**src/rtl/dskc_pkg.sv**
```systemverilog
`timescale 1ns/1ps
package dskc_pkg;

   // Control/status bit positions (fixed: software decodes them)
   localparam int CS_DRDY    = 0;
   localparam int CS_FUNC_LO = 1;
   localparam int CS_IE      = 6;
   localparam int CS_DONE    = 7;
   localparam int CS_DRV_LO  = 8;
   localparam int CS_E_INC   = 10;
   localparam int CS_E_CRC   = 11;
   localparam int CS_E_LATE  = 12;
   localparam int CS_E_NXM   = 13;
   localparam int CS_E_DRV   = 14;
   localparam int CS_ESUM    = 15;
   localparam int CS_ATN_LO  = 16;
   localparam int CS_OPT0    = 22;
   localparam int CS_STKY    = 23;
   localparam int CS_IRQF    = 24;
   localparam int CS_OPT1    = 25;
   localparam int CS_DTYPE   = 26;
   localparam int CS_OPT2    = 27;
   localparam int CS_OPT3    = 28;
   localparam int CS_OPT4    = 29;
   localparam int CS_AMODE   = 31;

   localparam logic [31:0] CS_ATN_BITS = 32'h000F_0000;
   localparam logic [31:0] CS_IRQ_BIT  = 32'h0100_0000;

   // Fields the host writes directly
   localparam logic [31:0] CS_WMASK =
      (32'h7 << CS_FUNC_LO) | (32'h1 << CS_IE) | (32'h1 << CS_DONE) |
      (32'h3 << CS_DRV_LO)  | (32'h1 << CS_OPT0) | (32'h1 << CS_OPT1) |
      (32'h1 << CS_OPT2)    | (32'h1 << CS_OPT3) | (32'h1 << CS_OPT4) |
      (32'h1 << CS_AMODE);

   // Bits cleared by a command start (data-late is kept)
   localparam logic [31:0] CS_ERR_CLR =
      (32'h1 << CS_E_INC) | (32'h1 << CS_E_CRC) | (32'h1 << CS_E_NXM) |
      (32'h1 << CS_E_DRV) | (32'h1 << CS_ESUM);

   // Bits that force the error summary on access
   localparam logic [31:0] CS_ERR_SRC =
      (32'h1 << CS_E_INC) | (32'h1 << CS_E_CRC) | (32'h1 << CS_E_NXM) |
      (32'h1 << CS_E_DRV);

   localparam logic [31:0] CS_RESET_VAL = 32'h1 << CS_DONE;

   typedef enum logic [2:0] {
      RI_CSR   = 3'd0,
      RI_BADDR = 3'd1,
      RI_BCNT  = 3'd2,
      RI_DADDR = 3'd3,
      RI_MPQ   = 3'd4,
      RI_RSV5  = 3'd5,
      RI_RSV6  = 3'd6,
      RI_INIT  = 3'd7
   } reg_idx_e;

endpackage

```
**src/rtl/dskc_csr.sv**
```systemverilog
`timescale 1ns/1ps
module dskc_csr
   import dskc_pkg::*;
#(
   parameter int NUM_DRIVES = 4
)(
   input  logic                  clk,
   input  logic                  rst_n,
   input  logic                  acc,
   input  logic                  wr,
   input  logic                  soft_rst,
   input  logic [31:0]           wdata,
   input  logic [NUM_DRIVES-1:0] drv_busy,
   input  logic [NUM_DRIVES-1:0] drv_enabled,
   input  logic [NUM_DRIVES-1:0] drv_is_large,
   input  logic                  seq_done,
   input  logic [4:0]            seq_err,
   input  logic [3:0]            seq_atn,
   input  logic                  seq_sticky,
   output logic [31:0]           cs_q,
   output logic [31:0]           cs_view,
   output logic                  start_q,
   output logic                  irq_q
);

   localparam int SLOTS = 4;

   logic [SLOTS-1:0] busy_p, en_p, large_p;

   // Pad drive state to the full 2-bit drive field
   for (genvar i = 0; i < SLOTS; i++) begin : g_pad
      if (i < NUM_DRIVES) begin : g_real
         assign busy_p[i]  = drv_busy[i];
         assign en_p[i]    = drv_enabled[i];
         assign large_p[i] = drv_is_large[i];
      end else begin : g_absent
         assign busy_p[i]  = 1'b0;
         assign en_p[i]    = 1'b0;
         assign large_p[i] = 1'b0;
      end
   end

   logic [31:0] nxt, clr1;
   logic [1:0]  dsel;
   logic        start, irq_n;

   always_comb begin
      nxt   = cs_q;
      start = 1'b0;
      irq_n = irq_q;
      dsel  = wr ? wdata[CS_DRV_LO +: 2] : cs_q[CS_DRV_LO +: 2];
      clr1  = cs_q[CS_AMODE] ? CS_IRQ_BIT : (CS_IRQ_BIT | CS_ATN_BITS);

      // live bits and error summary on any access
      if (acc) begin
         if (|(cs_q & CS_ERR_SRC)) nxt[CS_ESUM] = 1'b1;
         nxt[CS_DRDY]  = en_p[dsel] & ~busy_p[dsel];
         nxt[CS_DTYPE] = large_p[dsel];
      end
      cs_view = nxt;

      if (acc && wr) begin
         nxt = nxt & ~(wdata & clr1);
         if (!wdata[CS_STKY]) nxt[CS_STKY] = 1'b0;
         nxt = (nxt & ~CS_WMASK) | (wdata & CS_WMASK);
         if (|(wdata & CS_ATN_BITS)) irq_n = 1'b0;
         if (!wdata[CS_DONE] && !busy_p[dsel]) begin
            start = 1'b1;
            nxt   = nxt & ~CS_ERR_CLR;
            irq_n = 1'b0;
         end
      end

      if (seq_sticky) nxt[CS_STKY] = 1'b1;

      if (seq_done) begin
         nxt[CS_E_DRV:CS_E_INC]     = nxt[CS_E_DRV:CS_E_INC] | seq_err;
         nxt[CS_ATN_LO +: 4]        = nxt[CS_ATN_LO +: 4] | seq_atn;
         nxt[CS_DONE]               = 1'b1;
         nxt[CS_IRQF]               = 1'b1;
         irq_n                      = nxt[CS_IE];
      end

      if (soft_rst) begin
         nxt   = CS_RESET_VAL;
         irq_n = 1'b0;
         start = 1'b0;
      end
   end

   always_ff @(posedge clk) begin
      if (!rst_n) begin
         cs_q    <= CS_RESET_VAL;
         start_q <= 1'b0;
         irq_q   <= 1'b0;
      end else begin
         cs_q    <= nxt;
         start_q <= start;
         irq_q   <= irq_n;
      end
   end

endmodule

```
**src/rtl/dskc_xfer_regs.sv**
```systemverilog
`timescale 1ns/1ps
module dskc_xfer_regs #(
   parameter int BA_BITS = 18
)(
   input  logic         clk,
   input  logic         rst_n,
   input  logic         clr,
   input  logic         wr_ba,
   input  logic         wr_bc,
   input  logic         wr_da,
   input  logic [31:0]  wdata,
   output logic [31:0]  ba,
   output logic [31:0]  bc,
   output logic [31:0]  da
);

   logic [BA_BITS-1:0] ba_q;

   always_ff @(posedge clk) begin
      if (!rst_n || clr) begin
         ba_q <= '0;
         bc   <= '0;
         da   <= '0;
      end else begin
         if (wr_ba) ba_q <= wdata[BA_BITS-1:0];
         if (wr_bc) bc   <= wdata;
         if (wr_da) da   <= wdata;
      end
   end

   // zero-extend the narrow address register
   if (BA_BITS < 32) begin : g_narrow
      assign ba = {{(32-BA_BITS){1'b0}}, ba_q};
   end else begin : g_full
      assign ba = ba_q;
   end

endmodule

```
**src/rtl/dskc_mpq.sv**
```systemverilog
`timescale 1ns/1ps
module dskc_mpq #(
   parameter int DEPTH = 3
)(
   input  logic        clk,
   input  logic        rst_n,
   input  logic        clr,
   input  logic        host_load,
   input  logic [31:0] host_data,
   input  logic        seq_load,
   input  logic        seq_head_only,
   input  logic [31:0] seq_data,
   input  logic        pop,
   output logic [31:0] head
);

   logic [31:0] q [DEPTH];

   for (genvar i = 0; i < DEPTH; i++) begin : g_ent
      logic [31:0] from_next;
      if (i == DEPTH - 1) begin : g_tail
         assign from_next = q[i];
      end else begin : g_mid
         assign from_next = q[i+1];
      end

      always_ff @(posedge clk) begin
         if (!rst_n || clr)     q[i] <= '0;
         else if (host_load)    q[i] <= host_data;
         else if (seq_load)     q[i] <= (i != 0 && seq_head_only) ? 32'h0 : seq_data;
         else if (pop)          q[i] <= from_next;
      end
   end

   assign head = q[0];

endmodule

```
**src/rtl/dskc_regbank.sv**
```systemverilog
`timescale 1ns/1ps
module dskc_regbank
   import dskc_pkg::*;
#(
   parameter int NUM_DRIVES = 4,
   parameter int BA_BITS    = 18,
   parameter int MPQ_DEPTH  = 3
)(
   input  logic                  clk,
   input  logic                  rst_n,
   input  logic                  bus_sel,
   input  logic                  bus_wr,
   input  logic [2:0]            bus_addr,
   input  logic [31:0]           bus_wdata,
   output logic [31:0]           bus_rdata,
   input  logic [NUM_DRIVES-1:0] drv_busy,
   input  logic [NUM_DRIVES-1:0] drv_enabled,
   input  logic [NUM_DRIVES-1:0] drv_is_large,
   input  logic                  seq_done,
   input  logic [4:0]            seq_err,
   input  logic [3:0]            seq_atn,
   input  logic                  seq_sticky,
   input  logic                  seq_mp_load,
   input  logic                  seq_mp_head_only,
   input  logic [31:0]           seq_mp_data,
   output logic                  cmd_start,
   output logic [2:0]            cmd_func,
   output logic [1:0]            cmd_drive,
   output logic                  irq
);

   // elaboration-time parameter checks
   if (NUM_DRIVES < 1 || NUM_DRIVES > 4) begin : g_bad_drives
      $error("NUM_DRIVES must be 1..4");
   end
   if (BA_BITS < 1 || BA_BITS > 32) begin : g_bad_ba
      $error("BA_BITS must be 1..32");
   end
   if (MPQ_DEPTH < 1 || MPQ_DEPTH > 16) begin : g_bad_depth
      $error("MPQ_DEPTH must be 1..16");
   end

   logic rd_acc, wr_acc;
   logic [31:0] cs_q, cs_view, ba, bc, da, mp_head;
   logic soft_rst;

   assign rd_acc   = bus_sel && !bus_wr;
   assign wr_acc   = bus_sel &&  bus_wr;
   assign soft_rst = wr_acc && (bus_addr == RI_INIT);

   dskc_csr #(.NUM_DRIVES(NUM_DRIVES)) u_csr (
      .clk          (clk),
      .rst_n        (rst_n),
      .acc          (bus_sel && bus_addr == RI_CSR),
      .wr           (bus_wr),
      .soft_rst     (soft_rst),
      .wdata        (bus_wdata),
      .drv_busy     (drv_busy),
      .drv_enabled  (drv_enabled),
      .drv_is_large (drv_is_large),
      .seq_done     (seq_done),
      .seq_err      (seq_err),
      .seq_atn      (seq_atn),
      .seq_sticky   (seq_sticky),
      .cs_q         (cs_q),
      .cs_view      (cs_view),
      .start_q      (cmd_start),
      .irq_q        (irq)
   );

   dskc_xfer_regs #(.BA_BITS(BA_BITS)) u_xfer (
      .clk   (clk),
      .rst_n (rst_n),
      .clr   (soft_rst),
      .wr_ba (wr_acc && bus_addr == RI_BADDR),
      .wr_bc (wr_acc && bus_addr == RI_BCNT),
      .wr_da (wr_acc && bus_addr == RI_DADDR),
      .wdata (bus_wdata),
      .ba    (ba),
      .bc    (bc),
      .da    (da)
   );

   dskc_mpq #(.DEPTH(MPQ_DEPTH)) u_mpq (
      .clk           (clk),
      .rst_n         (rst_n),
      .clr           (soft_rst),
      .host_load     (wr_acc && bus_addr == RI_MPQ),
      .host_data     (bus_wdata),
      .seq_load      (seq_mp_load),
      .seq_head_only (seq_mp_head_only),
      .seq_data      (seq_mp_data),
      .pop           (rd_acc && bus_addr == RI_MPQ),
      .head          (mp_head)
   );

   always_ff @(posedge clk) begin
      if (!rst_n) begin
         bus_rdata <= '0;
      end else if (rd_acc) begin
         case (bus_addr)
            RI_CSR:   bus_rdata <= cs_view;
            RI_BADDR: bus_rdata <= ba;
            RI_BCNT:  bus_rdata <= bc;
            RI_DADDR: bus_rdata <= da;
            RI_MPQ:   bus_rdata <= mp_head;
            default:  bus_rdata <= '0;
         endcase
      end
   end

   assign cmd_func  = cs_q[CS_FUNC_LO +: 3];
   assign cmd_drive = cs_q[CS_DRV_LO +: 2];

endmodule

```
**config.mk**
```make
export PLATFORM = sky130hd
export DESIGN_NAME = dskc_regbank
export DESIGN_NICKNAME = d
export VERILOG_FILES = /design/src/rtl/dskc_pkg.sv /design/src/rtl/dskc_csr.sv /design/src/rtl/dskc_xfer_regs.sv /design/src/rtl/dskc_mpq.sv /design/src/rtl/dskc_regbank.sv
export SDC_FILE = /design/constraint.sdc
export NUM_CORES = 1
export LEC_CHECK = 0
export CORE_ASPECT_RATIO = 1.2
export CORE_MARGIN = 5
export CORE_UTILIZATION = 60
export CTS_CLUSTER_SIZE = 20
export DETAILED_ROUTE_END_ITERATION = 16
export GPL_TIMING_DRIVEN = 0
export PLACE_DENSITY = 0.86
export RECOVER_POWER = 100
export SETUP_SLACK_MARGIN = 0.5
export SLEW_MARGIN = 20
export SYNTH_ARGS = -nofsm -noshare
export SYNTH_HDL_FRONTEND = slang
export SYNTH_SLANG_ARGS = --single-unit
```
**constraint.sdc**
```tcl
create_clock -name clk -period 8.4 [get_ports clk]
set_clock_uncertainty 0.2 [all_clocks]
set_input_delay 1.26 -clock clk [delete_from_list [all_inputs] [get_ports clk]]
set_output_delay 1.26 -clock clk [all_outputs]
set_load 0.005 [all_outputs]
```
==> results_dict.tcl <==
set metrics [dict create \
    status "finished clean" \
    final-setup-viol-count 0 \
    worst_pin_slew_ns 1.47 \
    gp_congestion 0.933 \
    syn-num-nets 1257 \
    fin_area_mm2 0.0128 \
    rsz0062_at_grt "no" \
    worstSetupPathType "in2reg" \
    utilization_pct 73.6 \
    worst_path_dominant_cell_family "simple AND/OR/NAND/NOR gates" \
    synth-main-ff-cell "dfxtp_1" \
    grt_overflow 0 \
    worstSkewPairLatency_ns 0.51 \
    antenna_found_initial 0 \
    tns_ns 0 \
    wirelength_um 31200 \
    cts-buffers-inserted 23 \
    slew_headroom_pct 1.68 \
    crit_path_max_incr_delay_ns 1.22 \
    cts_tree "yes" \
    hold_class "reg2reg" \
    insertedDiodeCount 0 \
    syn_area_per_cell_um2 9.12 \
    critPathBufInv 3 \
    path_max_fanout 33 \
    ir_worst_vdd_v 0.000156 \
    critPathLaunchType "primary input" \
    first_iter_violations 1259 \
    syn_inst 1161 \
    rr_worst_depth 4 \
    ctsHtreeMaxLevel 1 \
    maxCapViolCount 0 \
    vias 9367 \
    final_cells 1555 \
    min_period_ns 5.17 \
    p_leak_nw 4.97 \
    grt_pass1_vias 9021 \
    yosys_register_bits 238 \
    nNetsFinal 1415 \
    synth_edf_count 96 \
    grt_max_degree 34 \
    synth_async_sr_flop_share_pct 0 \
    drcViolationCount 0 \
    io_pins 135 \
    grt_pass1_wl_um 48600 \
    cts-resized-gates 0 \
    dieWidth_um 131 \
    crit_chain "dlygate4sd3_1 -> clkbuf_1 -> nor3b_1 -> a21oi_1 -> nand2_1 -> buf_12" \
    fin_crit_sh_pct 61.6 \
    hold_buffers 0 \
    clock_sinks 238 \
    ys_warn_count 0 \
    postRouteAntennaNets 0 \
    fmax_ghz 0.193 \
    fp.dieArea_mm2 0.0204 \
    hold_end "bus_rdata[16]" \
    area_growth_pct 21.3 \
    dp.cells 1514 \
    io_buffers 131 \
    n_fill_cell 1326 \
    min_from "bus_rdata[16]" \
    cp.required_ns 8.39 \
    vias_per_cell 6.02 \
    whs_path_depth 2 \
    detailed_place.area_mm2 0.0122 \
    reg2reg_slack_ns 6.53 \
    r2r-start "u_csr.cs_q[14]" \
    cts_setup_buffers 0 \
    clock_path_buffers 3 \
    drive_gt1_share_pct 6.82 \
    cp.depth 6 \
    post-dp-hpwl_um 22700 \
    powerDensity_mw_per_mm2 195 \
    ys_seq_area_share_pct 54.1 \
    wl_per_cell_um 20.1 \
    regToRegEndpoint "bus_rdata[15]" \
    initial_utilization_pct 60.7 \
    synth_cell_types 60 \
    synth_area_mm2 0.0106 \
    crit_arrival_ns 5.17 \
    worst_path_max_delay_cell "nor3b_1" \
    final_hold_viol_count 0 \
    fp.dieH_um 156 \
    row_count 53 \
    end_kind "register" \
    finalMaxSlewViolations 0 \
    coreArea_mm2 0.0174 \
    first_pass_iters 7 \
    grt.total_usage_pct 29.3 \
    root_buffer "clkbuf_16" \
    clk_pin_slew_ns 0.06 \
]
-- state kept, by name, indices dropped and copies added (netlist names) --
signal,count
u_xfer.da,32
u_csr.irq_q,1
u_xfer.ba_q,18
u_mpq.q,96
bus_rdata,32
u_csr.start_q,1
u_csr.cs_q,26
u_xfer.bc,32
-- logic make-up after synthesis --
family / synth area share (%)
mux: 2.84
buf+inv: 5.28
compound gates: 18.2
xor+xnor: 0.154
simple gates: 19.5
flops: 54.1
-- worst reg2reg max path: stages, from the launching register on --
cell and delay, ns:
dfxtp_1 0.33, or4_1 0.57, a21o_1 0.21, a222oi_1 0.31
a211oi_1 0.12
-- layout make-up --
type | count | area (um^2) | area share, %
inverters | 8 | 30.0 | 0.234
well taps | 220 | 275 | 2.14
repair buffers | 133 | 1340 | 10.4
multi-input cells | 823 | 4280 | 33.4
clock buffers | 34 | 661 | 5.15
plain buffers | 92 | 473 | 3.68
clock inverters | 7 | 57.6 | 0.448
flip-flops and latches | 238 | 5730 | 44.6
-- synth_stat cells (2+ instances only) --
cell type | number | area [um^2]
nor2b_1 | 3 | 18.8
buf_1 | 2 | 7.51
nand2_1 | 389 | 1460
and2_0 | 3 | 18.8
o21ai_0 | 21 | 105
nor4_1 | 3 | 18.8
mux2i_1 | 23 | 230
nor3b_4 | 2 | 37.5
a22o_1 | 34 | 298
o2bb2ai_1 | 15 | 131
edfxtp_1 | 96 | 2880
o211a_1 | 3 | 30.0
clkbuf_1 | 27 | 101
or4bb_1 | 2 | 22.5
o22ai_1 | 3 | 18.8
a22oi_1 | 36 | 270
o31ai_1 | 4 | 30.0
a21o_1 | 2 | 15.0
nand3b_1 | 8 | 60.1
nand2b_1 | 9 | 56.3
nor2_1 | 7 | 26.3
o21ai_1 | 14 | 70.1
inv_1 | 8 | 30.0
nand3_1 | 42 | 210
buf_6 | 10 | 113
buf_2 | 36 | 180
a21oi_1 | 167 | 836
dfxtp_1 | 142 | 2840
buf_4 | 17 | 128
and3b_1 | 3 | 26.3
-- per-layer routing --
metal,global-route usage [%],routed length [um],up-vias
met5,0,0,-
met1,38.7,12100,4357
met4,11.0,1170,0
li1,-,-,4383
met3,5.37,3340,80
met2,48.7,14600,547
-- worst max path at each step --
stage	from	endpoint
2_1_floorplan	bus_addr[2]	u_mpq.q[0][0]
3_3_place_gp	bus_addr[2]	u_mpq.q[0][28]
3_5_place_dp	bus_addr[2]	u_mpq.q[0][28]
4_1_cts	bus_addr[2]	u_mpq.q[0][28]
5_1_grt	bus_addr[2]	u_mpq.q[1][28]
6_report	bus_addr[2]	u_mpq.q[0][28]
-- power breakdown --
part,internal (mW),switching [mW]
Sequential,1.25,0.0193
Combinational,0.0879,0.133
Clock,0.574,0.431
Total,1.92,0.583
-- metrics by stage --
stage          hold slack [ns]  total power, mW  setup WS, ns
6_report                 0.251             2.50          3.23
3_3_place_gp             0.238             1.51          2.83
4_1_cts                  0.252             2.50          4.84
3_5_place_dp             0.243             1.52          4.34
2_1_floorplan            0.231             1.40          4.33
5_1_grt                  0.266             2.58          3.09
-- cell usage in the layout, fill, tap and decap left out, types with 34 or more instances in the layout --
cell type	netlist	final
nand3_1	42	42
a22o_1	34	34
clkbuf_1	27	55
dfxtp_1	142	142
a22oi_1	36	36
a21oi_1	167	167
edfxtp_1	96	96
dlygate4sd3_1	0	38
nand2_1	389	389
clkdlybuf4s50_1	0	93
No activity file was read; power rests on OpenSTA's default activity.
